`src/rtl/ser_tx_pkg.sv`:
```
package ser_tx_pkg;
  typedef enum logic [1:0] {
    FMT_SPI = 2'b00,
    FMT_MW  = 2'b01,
    FMT_TI  = 2'b10,
    FMT_RSV = 2'b11
  } fmt_e;

  typedef enum logic [1:0] {
    ST_IDLE,
    ST_LEAD,
    ST_DATA,
    ST_TAIL
  } st_e;
endpackage

```
`src/rtl/ser_tx_tick.sv`:
```
module ser_tx_tick #(
  parameter int HALF_DIV = 4
) (
  input  logic clk_i,
  input  logic rst_ni,
  input  logic run_i,
  output logic tick_o
);
  localparam int CW = (HALF_DIV > 1) ? $clog2(HALF_DIV) : 1;
  localparam logic [CW-1:0] LAST = CW'(HALF_DIV - 1);

  logic [CW-1:0] cnt_q;

  always_ff @(posedge clk_i or negedge rst_ni) begin
    if (!rst_ni)                      cnt_q <= '0;
    else if (!run_i || cnt_q == LAST) cnt_q <= '0;
    else                              cnt_q <= cnt_q + 1'b1;
  end

  assign tick_o = run_i && (cnt_q == LAST);
endmodule

```
`src/rtl/ser_tx_shift.sv`:
```
module ser_tx_shift #(
  parameter int MAX_W = 32,
  parameter int LW    = 6
) (
  input  logic             clk_i,
  input  logic             rst_ni,
  input  logic             load_i,
  input  logic             shift_i,
  input  logic [MAX_W-1:0] data_i,
  input  logic [LW-1:0]    len_i,
  output logic             msb_o
);
  logic [MAX_W-1:0] sr_q;
  logic [LW-1:0]    pad;

  // left-justify so the first bit sent is always sr_q[MAX_W-1]
  assign pad = LW'(MAX_W) - len_i;

  always_ff @(posedge clk_i or negedge rst_ni) begin
    if (!rst_ni)      sr_q <= '0;
    else if (load_i)  sr_q <= data_i << pad;
    else if (shift_i) sr_q <= {sr_q[MAX_W-2:0], 1'b0};
  end

  assign msb_o = sr_q[MAX_W-1];
endmodule

```
`src/rtl/ser_tx_seq.sv`:
```
module ser_tx_seq
  import ser_tx_pkg::*;
#(
  parameter int LW = 6
) (
  input  logic          clk_i,
  input  logic          rst_ni,
  input  logic          start_i,
  input  logic [1:0]    fmt_i,
  input  logic [LW-1:0] len_i,
  input  logic          late_park_i,
  input  logic          idle_lvl_i,
  input  logic          tick_i,
  output logic          load_o,
  output logic          shift_o,
  output logic          in_data_o,
  output logic          idle_lvl_o,
  output logic          sclk_o,
  output logic          frame_o,
  output logic          oe_o,
  output logic          busy_o
);
  st_e           st_q;
  fmt_e          fmt_q;
  logic          ph_q, sclk_q, frame_q, oe_q, late_q, lvl_q;
  logic [LW-1:0] bits_q;
  logic          last_bit;

  assign last_bit = (bits_q == '0);
  assign load_o   = start_i && (st_q == ST_IDLE);
  assign shift_o  = tick_i && (st_q == ST_DATA) && ph_q && !last_bit;

  always_ff @(posedge clk_i or negedge rst_ni) begin
    if (!rst_ni) begin
      st_q    <= ST_IDLE;
      fmt_q   <= FMT_SPI;
      ph_q    <= 1'b0;
      sclk_q  <= 1'b0;
      frame_q <= 1'b1;
      oe_q    <= 1'b0;
      late_q  <= 1'b0;
      lvl_q   <= 1'b0;
      bits_q  <= '0;
    end else begin
      unique case (st_q)
        ST_IDLE: if (start_i) begin
          fmt_q  <= fmt_e'(fmt_i);
          late_q <= late_park_i && (fmt_e'(fmt_i) == FMT_TI);
          lvl_q  <= idle_lvl_i;
          bits_q <= len_i - 1'b1;
          ph_q   <= 1'b0;
          sclk_q <= 1'b0;
          if (fmt_e'(fmt_i) == FMT_TI) begin
            st_q    <= ST_LEAD;
            frame_q <= 1'b1;
            oe_q    <= 1'b0;
          end else begin
            st_q    <= ST_DATA;
            frame_q <= 1'b0;
            oe_q    <= 1'b1;
          end
        end
        ST_LEAD: if (tick_i) begin
          if (!ph_q) begin
            sclk_q <= 1'b1;
            ph_q   <= 1'b1;
          end else begin
            sclk_q  <= 1'b0;
            ph_q    <= 1'b0;
            frame_q <= 1'b0;
            oe_q    <= 1'b1;
            st_q    <= ST_DATA;
          end
        end
        ST_DATA: if (tick_i) begin
          if (!ph_q) begin
            sclk_q <= 1'b1;
            ph_q   <= 1'b1;
            if (fmt_q == FMT_MW && last_bit) oe_q <= 1'b0;
          end else begin
            sclk_q <= 1'b0;
            ph_q   <= 1'b0;
            if (last_bit) begin
              st_q <= ST_TAIL;
              if (fmt_q == FMT_TI && !late_q) oe_q <= 1'b0;
            end else begin
              bits_q <= bits_q - 1'b1;
            end
          end
        end
        ST_TAIL: if (tick_i) begin
          st_q    <= ST_IDLE;
          oe_q    <= 1'b0;
          frame_q <= (fmt_q != FMT_TI);
        end
        default: st_q <= ST_IDLE;
      endcase
    end
  end

  assign in_data_o  = (st_q == ST_DATA);
  assign idle_lvl_o = lvl_q;
  assign sclk_o     = sclk_q;
  assign frame_o    = frame_q;
  assign oe_o       = oe_q;
  assign busy_o     = (st_q != ST_IDLE);

  assert_sclk_on_tick_R1: assert property (@(posedge clk_i) disable iff (!rst_ni)
    !tick_i |=> $stable(sclk_q));

  assert_spi_oe_frame_R3: assert property (@(posedge clk_i) disable iff (!rst_ni)
    (busy_o && fmt_q != FMT_MW && fmt_q != FMT_TI) |-> (oe_q && !frame_q));

  assert_mw_release_high_R5: assert property (@(posedge clk_i) disable iff (!rst_ni)
    (fmt_q == FMT_MW && $fell(oe_q)) |-> sclk_q);

  assert_ti_pulse_floats_R6: assert property (@(posedge clk_i) disable iff (!rst_ni)
    (fmt_q == FMT_TI && frame_q) |-> !oe_q);

  assert_idle_released_R9: assert property (@(posedge clk_i) disable iff (!rst_ni)
    !busy_o |-> !oe_q);

  assert_busy_start_ignored_R10: assert property (@(posedge clk_i) disable iff (!rst_ni)
    (busy_o && start_i && !tick_i) |=> $stable(bits_q));
endmodule

```
`src/rtl/ser_tx_ctrl.sv`:
```
module ser_tx_ctrl
  import ser_tx_pkg::*;
#(
  parameter int MAX_W    = 32,
  parameter int HALF_DIV = 4,
  parameter int LW       = $clog2(MAX_W + 1)
) (
  input  logic             clk_i,
  input  logic             rst_ni,
  input  logic             start_i,
  input  logic [MAX_W-1:0] data_i,
  input  logic [LW-1:0]    len_i,
  input  logic [1:0]       fmt_i,
  input  logic             tri_en_i,
  input  logic             late_park_i,
  input  logic             idle_lvl_i,
  output logic             sclk_o,
  output logic             frame_o,
  output logic             txd_o,
  output logic             txd_oe_o,
  output logic             busy_o
);
  logic tick, load, shift, in_data, lvl, oe_seq, msb;

  ser_tx_tick #(.HALF_DIV(HALF_DIV)) u_tick (
    .clk_i (clk_i),
    .rst_ni(rst_ni),
    .run_i (busy_o),
    .tick_o(tick)
  );

  ser_tx_shift #(.MAX_W(MAX_W), .LW(LW)) u_shift (
    .clk_i  (clk_i),
    .rst_ni (rst_ni),
    .load_i (load),
    .shift_i(shift),
    .data_i (data_i),
    .len_i  (len_i),
    .msb_o  (msb)
  );

  ser_tx_seq #(.LW(LW)) u_seq (
    .clk_i      (clk_i),
    .rst_ni     (rst_ni),
    .start_i    (start_i),
    .fmt_i      (fmt_i),
    .len_i      (len_i),
    .late_park_i(late_park_i),
    .idle_lvl_i (idle_lvl_i),
    .tick_i     (tick),
    .load_o     (load),
    .shift_o    (shift),
    .in_data_o  (in_data),
    .idle_lvl_o (lvl),
    .sclk_o     (sclk_o),
    .frame_o    (frame_o),
    .oe_o       (oe_seq),
    .busy_o     (busy_o)
  );

  assign txd_o    = in_data ? msb : lvl;
  assign txd_oe_o = !tri_en_i || oe_seq;

  assert_len_legal_R1: assert property (@(posedge clk_i) disable iff (!rst_ni)
    (start_i && !busy_o) |-> (len_i >= LW'(4) && len_i <= LW'(MAX_W)));
endmodule

```
`config.mk`:
```
export PLATFORM = sky130hd
export DESIGN_NAME = ser_tx_ctrl
export DESIGN_NICKNAME = d
export VERILOG_FILES = /design/src/rtl/ser_tx_pkg.sv /design/src/rtl/ser_tx_tick.sv /design/src/rtl/ser_tx_shift.sv /design/src/rtl/ser_tx_seq.sv /design/src/rtl/ser_tx_ctrl.sv
export SDC_FILE = /design/constraint.sdc
export NUM_CORES = 1
export LEC_CHECK = 0
export ABC_CLOCK_PERIOD_IN_PS = 4500
export BUFFER_PORTS_ARGS = -buffer_cell sky130_fd_sc_hd__buf_2
export CAP_MARGIN = 5
export CORE_UTILIZATION = 60
export DETAILED_ROUTE_END_ITERATION = 8
export PLACE_DENSITY = 0.85
export SLEW_MARGIN = 30
export SYNTH_ARGS = -nofsm -noshare
export SYNTH_HDL_FRONTEND = slang
export SYNTH_SLANG_ARGS = --single-unit
export TNS_END_PERCENT = 10
```
`constraint.sdc`:
```
create_clock -name clk_i -period 4.5 [get_ports clk_i]
set_input_delay 0.225 -clock clk_i [delete_from_list [all_inputs] [get_ports clk_i]]
set_output_delay 0.225 -clock clk_i [all_outputs]
set_load 0.05 [all_outputs]
```
## After elaboration in Yosys (flattened, before gate mapping)

Cells that the tools add are included.

| word-level totals | value |
|---|---|
| latch bits | 0 |
| memories | 0 |
| memory bits (read-only) | 0 |
| input bits | 46 |
| output and inout port bits | 5 |
| bits in writable memories | 0 |
| bits in registers | 49 |

| operators by class | value |
|---|---|
| equality and inequality tests | 20 |
| bitwise operators | 0 |
| div/mod/pow operators | 0 |
| add/sub/neg operators | 4 |
| reduce and logical (&&, ||, !) cells | 28 |
| shift-type cells | 1 |
| multiplexer cells | 39 |
| multiply operators | 0 |
| magnitude comparators | 0 |

Operator list:

| kind | number |
|---|---|
| 32-bit 2-to-1 mux | 2 |
| 32-bit by 6-bit << shifter with 32-bit output | 1 |
| 6-bit 2-to-1 mux | 4 |
| 1-bit 2-to-1 mux | 19 |
| 2-bit 2-to-1 mux | 9 |
| 2-bit by 1-bit inequality test with 1-bit output, second input constant | 7 |
| 6-bit case mux with 2 select lines | 1 |
| 6-bit by 1-bit subtractor with 6-bit output, second input constant | 2 |
| 2-bit == test, second input constant | 5 |
| 5-bit AND reduction | 2 |
| 1-bit logical AND | 8 |
| 2-bit case mux with 4 select lines | 1 |
| 8-bit AND reduction | 1 |
| 2-bit nonzero test | 4 |
| 7-bit AND reduction | 1 |
| 6-bit logical NOT | 1 |
| 2-bit inequality test, second input constant | 3 |
| 3-bit inequality test, second input constant | 2 |
| 6-bit subtractor, first input constant | 1 |
| 2-bit by 1-bit == test with 1-bit output, second input constant | 2 |
| 1-bit logical NOT | 4 |
| 1-bit case mux with 4 select lines | 1 |
| 3-bit by 1-bit inequality test with 1-bit output, second input constant | 1 |
| 1-bit case mux with 3 select lines | 1 |
| other kinds (8) | 9 |

## Depth between registers and ports, before layout

Gate-level depths: netlist of run 1.

| logic depth | value |
|---|---|
| word-level depth | 7 |
| mapped depth | 11 |

## By module

A second synthesis of run 1 with hierarchy kept.

| unflattened totals | value |
|---|---|
| cells, all modules | 450 |
| area total of the unflattened synthesis | 4640.7 um2 |

Modules (own cells, without submodules):

| module | cells each | instances | area an instance (um2) | sequential area each (um2) |
|---|---|---|---|---|
| ser_tx_shift | 331 | 1 | 3507.1 | 800.8 |
| ser_tx_seq | 111 | 1 | 1021.0 | 376.6 |
| ser_tx_tick | 6 | 1 | 91.3 | 50.0 |
| ser_tx_ctrl | 2 | 1 | 21.3 | 0.0 |

## Worst setup path before layout of run 1

OpenSTA, ideal clock, no wires.

| path | value |
|---|---|
| path type | input -> register |
| start point | input port len_i[0] |
| end point | register u_shift.sr_q[30] |
| slack | 1.784 ns |
| buffers on the path | 4 |
| stages | 11 |
| data arrival time | 2.590 ns |
| path through | buf_4 > buf_4 > inv_2 > ha_1 > buf_2 > clkbuf_1 > mux4_2 > a21oi_1 > a21oi_1 > o211a_1 > a221o_1 |

| on the way | value |
|---|---|
| longest elaborated chain between the ends | 3 |

Ends and longest elaborated chain:

| item | RTL line | RTL |
|---|---|---|
| from (decl) | ser_tx_ctrl.sv:12 | `input logic [LW-1:0] len_i,` |
| 6-bit subtractor | ser_tx_shift.sv:17 | `assign pad = LW'(MAX_W) - len_i;` |
| 32-bit by 6-bit << shifter with 32-bit output | ser_tx_shift.sv:21 | `else if (load_i) sr_q <= data_i << pad;` |
| 32-bit 2-to-1 mux | ser_tx_shift.sv:21 |  |
| to (signal assigned) | ser_tx_shift.sv:21 |  |
| to (signal assigned) | ser_tx_shift.sv:22 | `else if (shift_i) sr_q <= {sr_q[MAX_W-2:0], 1'b0};` |
| to (decl) | ser_tx_shift.sv:13 | `logic [MAX_W-1:0] sr_q;` |

Every way passes these cells.
A chain may end at the register's enable or synchronous reset.

## Worst setup path in the final report of run 1

| path | value |
|---|---|
| start point | register u_seq.st_q[0] |
| end point | register u_shift.sr_q[20] |

| on the way | value |
|---|---|
| longest elaborated chain between the ends | 6 |
| elaborated cells on any way between the ends | 10 |
| those cells by class | eq/ne (1); mux (1); reduce/logical (8) |

Ends and longest elaborated chain:

| item | RTL line | RTL |
|---|---|---|
| from (decl) | ser_tx_seq.sv:23 | `st_e st_q;` |
| from (signal assigned) | ser_tx_seq.sv:35 | `st_q <= ST_IDLE;` |
| from (signal assigned) | ser_tx_seq.sv:54 | `st_q <= ST_LEAD;` |
| from (signal assigned) | ser_tx_seq.sv:58 | `st_q <= ST_DATA;` |
| 2-bit nonzero test | ser_tx_seq.sv:106 | `assign busy_o = (st_q != ST_IDLE);` |
| 1-bit logical AND | ser_tx_tick.sv:20 | `assign tick_o = run_i && (cnt_q == LAST);` |
| 1-bit logical AND (3 in a row) | ser_tx_seq.sv:31 | `assign shift_o = tick_i && (st_q == ST_DATA) && ph_q && !last_bit;` |
| 2-bit nonzero test (no line) | - |  |

Several ways; a longest one is shown, not always the timed one.

==> flow_summary.yaml, run 1 <==
floorplanning:
  dieArea_sq_um: 7613
  core_sq_um: 6907
  die_w_um: 87.25
  start_util_pct: 63.13
  rows: 30
  die_h_um: 87.25
  ioPinCount: 51
outcome:
  status: "completed"
cts:
  cts.path.max_buffers: 2
  cts_buffers: 5
  cts_sinks: 49
  cts.clk_slew.worst_paths_ps: 100
  h-tree-depth: 2
  cts_tree: "done"
  insertion_delay_ps: 310
  cts_resized: 0
  root_buffer: "clkbuf_8"
routing:
  post-route-drc-count: 0
  routed_wl_mm: 11.98
  first_pass_iters: 5
  wire_per_inst_um: 20.20
  vias: 4125
  ant_nets: 0
  via_per_inst: 6.956
  drtIter0Drc: 580
power_and_ir_drop:
  p_switching_uw: 335.9
  p_int_uw: 799.9
  p_seq_share_pct: 38.8
  power_leakage_nw: 2.034
  ir_drop_uv: 163.9
  combPwrFrac_pct: 28.1
  sw_frac_of_total_pct: 29.57
  p_total_mw: 1.136
  p_per_area_nw_per_um2: 237.9
  power.share.clock_pct: 33.2
setup_path:
  rr_endpoint: "u_shift.sr_q[20]$_DFFE_PN0P_"
  crit_required_ps: 4730
  crit_fanout: 19
  crit_buf_inv: 1
  regToRegSetupSlack_ps: 1620
  worstSetupStartpointType: "flip-flop"
  reg2reg_depth: 7
  r2r-start: "u_seq.st_q[0]$_DFFE_PN0P_"
  critical_path.top_delay_family: "simple AND/OR/NAND/NOR gates"
  worst_setup_path_end_kind: "flip-flop"
  cp_slowest_cell: "or4b_2"
  arrival_ps: 3110
  cp_common_cell: "nand2_1"
  critPathMaxStageDelay_ps: 670
  critical_path_class: "reg -> reg"
  path_cells: "inv_1, ha_1, nand2_1, or4b_2, nand2_1, o211ai_1, a31oi_1"
sta:
  finalHoldViolCount: 0
  final-setup-viol-count: 0
  period_minus_slack_ps: 2879
  max_slew.worst_pin.slew_ps: 796.0
  finalSetupTns_ps: 0
  slew_viol_final: 0
  fin_worst_skew_ps: 11.63
  max_freq_mhz: 347.4
  maxSlewHeadroom_pct: 46.88
  rsz0062_at_grt: "no"
  holdWs_ps: 105.8
  fin_crit_sh_pct: 63.97
  timing.final.ws_setup_ps: 1621
place:
  gp_congestion: 1.016
  dp.final_hpwl_mm: 8.569
  post-place-ws_ps: 1596
  port_buffers: 50
synthesis:
  netlist_instances: 466
  syn_area_per_cell_sq_um: 9.357
  synth_fp_nets: 521
  async_flop_share_pct: 100.0
  synthesis.area_sq_um: 4360
  seq_area_frac_synth_pct: 28.15
  synth_edf_count: 0
  yosysTopAreaCellShare_pct: 27.55
  ys_warn_count: 0
  synth-main-ff-cell: "dfrtp_1"
  synth_cell_types: 62
  synth.area.top_cells: "dfrtp_1, mux4_2, mux2i_1, mux2_2, o21ai_0"
  ys_ff_latch: 49
  synth_area_leader_cell: "dfrtp_1"
min_path:
  hold_path_class: "in -> reg"
  whs_path_depth: 3
  hold_end: "u_seq.idle_lvl_o$_DFFE_PN0P_"
  worstHoldStart: "idle_lvl_i"
global_routing:
  overflow: 0
  grt_pass1_wl_mm: 19.40
  grtUsageTotal_pct: 33.07
  first_global_vias: 3982
  antenna_found_initial: 0
  grt_max_degree: 50
cells_and_area:
  most-common-layout-cells: "o21ai_0, buf_2, dfrtp_1, nor2_1, mux2i_1"
  post-route-util_pct: 69.13
  antenna_cells: 0
  area_growth_pct: 9.498
  drive_gt1_share_pct: 25.96
  nNetsFinal: 551
  final.fill_count: 559
flow_run:
  drv_cap: 0
worst min-delay path, cell delays in order:
cell     delay, ps
buf_2           80
nand2_1         40
nand2_1         50
registers in the layout, indices dropped and copies added (netlist names):
register,cells
u_seq.bits_q,6
u_seq.fmt_q,2
u_seq.frame_o,1
u_seq.idle_lvl_o,1
u_seq.late_q,1
u_seq.oe_o,1
u_seq.ph_q,1
u_seq.st_q,2
u_shift.sr_q,32
u_tick.cnt_q,2
cells by family (layout without fill, tap and decap cells):
kind of cell / Yosys count / after routing / share of synthesized area [%]
AO/OA/AOI/OAI: 137 / 137 / 20.34
XOR/XNOR: 6 / 6 / 1.205
adder cells (fa/ha/maj): 9 / 9 / 2.583
buffers and inverters: 45 / 76 / 5.108
flip-flops: 49 / 49 / 28.15
multiplexers: 82 / 82 / 26.92
AND/OR/NAND/NOR: 138 / 138 / 15.70
worst max path at each step:
stage | cells past startpoint | slack [ps] | from | end
floorplan | 11 | 1780 | len_i[0] | u_shift.sr_q[30]$_DFFE_PN0P_
global placement | 9 | 1410 | len_i[1] | u_shift.sr_q[21]$_DFFE_PN0P_
detailed placement | 7 | 1600 | len_i[0] | u_shift.sr_q[25]$_DFFE_PN0P_
CTS | 7 | 1690 | u_seq.st_q[0]$_DFFE_PN0P_ | u_shift.sr_q[20]$_DFFE_PN0P_
global route | 7 | 1470 | u_seq.st_q[0]$_DFFE_PN0P_ | u_shift.sr_q[20]$_DFFE_PN0P_
finish | 7 | 1620 | u_seq.st_q[0]$_DFFE_PN0P_ | u_shift.sr_q[20]$_DFFE_PN0P_
cell usage after synthesis (4+ instances only):
| master | count |
|---|---|
| o21ai_0 | 49 |
| dfrtp_1 | 48 |
| nor2_1 | 45 |
| mux2i_1 | 34 |
| nand2_1 | 31 |
| a21oi_1 | 27 |
| mux4_2 | 26 |
| mux2_2 | 22 |
| clkbuf_1 | 19 |
| nand3_1 | 15 |
| buf_2 | 10 |
| ha_1 | 9 |
| inv_1 | 7 |
| o211ai_1 | 7 |
| a31oi_1 | 5 |
| a41oi_1 | 5 |
| buf_4 | 5 |
| nor3b_1 | 5 |
| o21a_1 | 5 |
| or3_1 | 5 |
| or4_1 | 5 |
| nand2b_1 | 4 |
| nand4_1 | 4 |
| nor3_1 | 4 |
| nor4_1 | 4 |
| o22a_1 | 4 |
| o31ai_1 | 4 |
| xor2_1 | 4 |
timing repair:
action	in CTS	in global routing
buffers inserted	0	0
hold endpoints to repair	48	0
hold buffers	1	0
power by group through the flow:
| stage | registers (mW) | clock network [mW] | logic [mW] |
|---|---|---|---|
| final | 0.440 | 0.377 | 0.319 |
| after global routing | 0.440 | 0.401 | 0.335 |
| after CTS | 0.440 | 0.380 | 0.308 |
| after detailed placement | 0.449 | 0 | 0.305 |
| after global placement | 0.449 | 0 | 0.299 |
| after floorplan | 0.449 | 0 | 0.216 |
routing by layer:
metal | track usage (%) | part of all wire (%) | up-vias
met5 | 0 | 0 | -
met4 | 10.73 | 2.6 | 0
met3 | 9.100 | 9.0 | 38
met2 | 54.40 | 49 | 222
met1 | 42.34 | 40 | 2018
li1 | - | - | 1847
layout make-up:
| class | count | area [sq um] | share of cell area (%) |
|---|---|---|---|
| multi-input combinational | 372 | 2933 | 61.43 |
| sequential | 49 | 1227 | 25.71 |
| timing repair buffer | 60 | 330.3 | 6.918 |
| tap | 96 | 120.1 | 2.516 |
| clock buffer | 5 | 68.82 | 1.441 |
| clock inverter | 3 | 65.06 | 1.363 |
| inverter | 8 | 30.03 | 0.6289 |
through the flow:
step / instance area (sq um) / cells
3_5_place_dp: 4623 / 584
2_1_floorplan: 4360 / 466
5_1_grt: 4775 / 593
3_3_place_gp: 4613 / 584
4_1_cts: 4767 / 593
6_report: 4775 / 593
Power figures use the tool's default switching activity.
==> inputs of run 2 (changes only) <==
ABC_CLOCK_PERIOD_IN_PS = 2600   (was 4500)
CORE_UTILIZATION = 54   (was 60)
PLACE_DENSITY = 0.81   (was 0.85)
clock period = 2.6 ns   (was 4.5 ns; I/O delays follow)
==> run 2 against run 1 <==
Against the previous run:
- die area is 11% higher
- utilization is 6.3 points lower
- non-clock buffer count is 12 higher
- final cell count is 3.0% higher
- first-iteration DRC count is 28% lower
- wire length is 2.3% higher
- register-to-register slack worse by 1500 ps
- clock power is 50% higher
- hold slack worse by 95 ps
- largest cell class unchanged
==> flow_summary.yaml, run 2 (synthesis results as in run 1) <==
global_routing:
  grt_use_met2_pct: 47.82
  use_met1_pct: 40.19
  grt_pass1_wl_mm: 19.88
  overflow: 0
  antenna_found_initial: 0
  grtUsageTotal_pct: 29.82
  first_global_vias: 3972
  use_met3_pct: 5.804
  busiest_layer: "met2"
  grt_max_degree: 50
setup_path:
  critPathMaxStageDelay_ps: 670
  worst_setup_path_end_kind: "flip-flop"
  reg2reg_depth: 7
  critical_path_class: "reg -> reg"
  path_cells: "inv_1, ha_1, nand2_1, or4b_2, and2_2, or3_1, a21oi_1"
  crit_required_ps: 2820
  arrival_ps: 2680
  crit_buf_inv: 1
  worstSetupStartpointType: "flip-flop"
  crit_fanout: 13
  cp.depth: 7
  critical_path.top_delay_family: "simple AND/OR/NAND/NOR gates"
  cp_slowest_cell: "or4b_2"
cts:
  cts_setup_buffers: 0
  cts.clk_slew.worst_paths_ps: 100
  insertion_delay_ps: 310
  cts_sinks: 49
  h-tree-depth: 2
  cts_tree: "done"
  root_buffer: "clkbuf_8"
  cts_buffers: 5
  cts.path.max_buffers: 2
floorplanning:
  die_h_um: 91.86
  dieArea_sq_um: 8438
  rows: 32
  core_sq_um: 7767
  start_util_pct: 56.14
  ioPinCount: 51
  die_w_um: 91.86
sta:
  rsz0062_at_grt: "no"
  max_slew.worst_pin.slew_ps: 963.5
  final-setup-viol-count: 0
  maxSlewHeadroom_pct: 35.31
  fin_worst_skew_ps: 15.24
  slew_viol_final: 0
  timing.final.ws_setup_ps: 139.3
  finalHoldViolCount: 0
  period_minus_slack_ps: 2461
  fin_crit_sh_pct: 94.64
  finalSetupTns_ps: 0
  max_freq_mhz: 406.4
min_path:
  hold_path_class: "in -> reg"
  whs_path_depth: 3
routing:
  drtIter0Drc: 416
  post-route-drc-count: 0
  ant_nets: 0
  via_per_inst: 6.817
  first_pass_iters: 7
  vias: 4165
  wire_per_inst_um: 20.06
  routed_wl_mm: 12.26
place:
  post-place-ws_ps: 120.0
  dp.final_hpwl_mm: 8.824
  port_buffers: 50
  gp_congestion: 0.9488
  place_area_sq_um: 4761
cells_and_area:
  antenna_cells: 0
  largest_reg_flops: 32
  most-common-layout-cells: "buf_2, o21ai_0, dfrtp_1, nor2_1, mux2i_1"
  nNetsFinal: 563
  top_register: "u_shift.sr_q"
  final.fill_count: 667
  largest_registers: "u_shift.sr_q (32), u_seq.bits_q (6)"
  drive_gt1_share_pct: 26.92
  area_growth_pct: 11.99
  design_area_sq_um: 4883
  layout_commonest_cell: "buf_2"
  post-route-util_pct: 62.87
power_and_ir_drop:
  p_per_area_nw_per_um2: 388.1
  power_leakage_nw: 2.096
  ir_drop_uv: 255.0
flow_run:
  drv_cap: 0
outcome:
  status: "completed"
-- run 2: cell count changes in the layout (fill, tap and decap cells not counted), sizes merged --
cell | before | now
buf | 59 | 71
bufinv | 2 | 1
clkbuf | 5 | 6
-- run 2: power breakdown --
group          leakage, nW  internal [mW]  total (mW)  switching (mW)
clock               0.0554          0.289       0.565           0.275
sequential           0.641          0.762       0.762        0.000126
combinational         1.40          0.256       0.569           0.313
total                 2.10           1.31        1.90           0.588
-- run 2: area by class of cell --
type	count	area, sq um	area share, %
clock inverter	2	38.79	0.7943
inverter	8	30.03	0.6149
multi-input combinational	372	2919	59.77
sequential	49	1227	25.13
timing repair buffer	72	467.9	9.582
clock buffer	6	72.57	1.486
tap	102	127.6	2.613
-- run 2: stage by stage --
step	total power, mW	hold WS (ps)	std cells
global placement	1.316	264.6	602
finish	1.895	10.79	611
floorplan	1.151	-165.6	466
global route	1.958	21.82	611
detailed placement	1.328	274.2	602
CTS	1.886	9.367	611
-- run 2: timing repair --
item	CTS	global route
gates resized for setup	0	1
hold endpoints to repair	48	0
hold buffers	1	0
endpoints found under the setup margin	0	2
-- run 2: final timing paths --
check / start / end / slack (ps)
worst max-delay path: u_seq.st_q[0]$_DFFE_PN0P_ / u_shift.sr_q[1]$_DFFE_PN0P_ / 140
worst min-delay path: idle_lvl_i / u_seq.idle_lvl_o$_DFFE_PN0P_ / 10
worst max register to register: u_seq.st_q[0]$_DFFE_PN0P_ / u_shift.sr_q[1]$_DFFE_PN0P_ / 140
worst min register to register: u_tick.cnt_q[0]$_DFF_PN0_ / u_tick.cnt_q[0]$_DFF_PN0_ / 450
max in group asynchronous: rst_ni / u_shift.sr_q[1]$_DFFE_PN0P_ / 1710
min in group asynchronous: rst_ni / u_seq.bits_q[3]$_DFFE_PN0P_ / 430
-- run 2: worst min-delay path: cells and delay by family --
family        cells  cell delay [ps]
buf+inv           1               70
simple gates      2               90
-- run 2: layer usage --
layer | wire length (um) | part of all wire [%]
met2 | 5742 | 47
met5 | 0 | 0
met1 | 5167 | 42
met3 | 955 | 7.8
met4 | 391 | 3.2
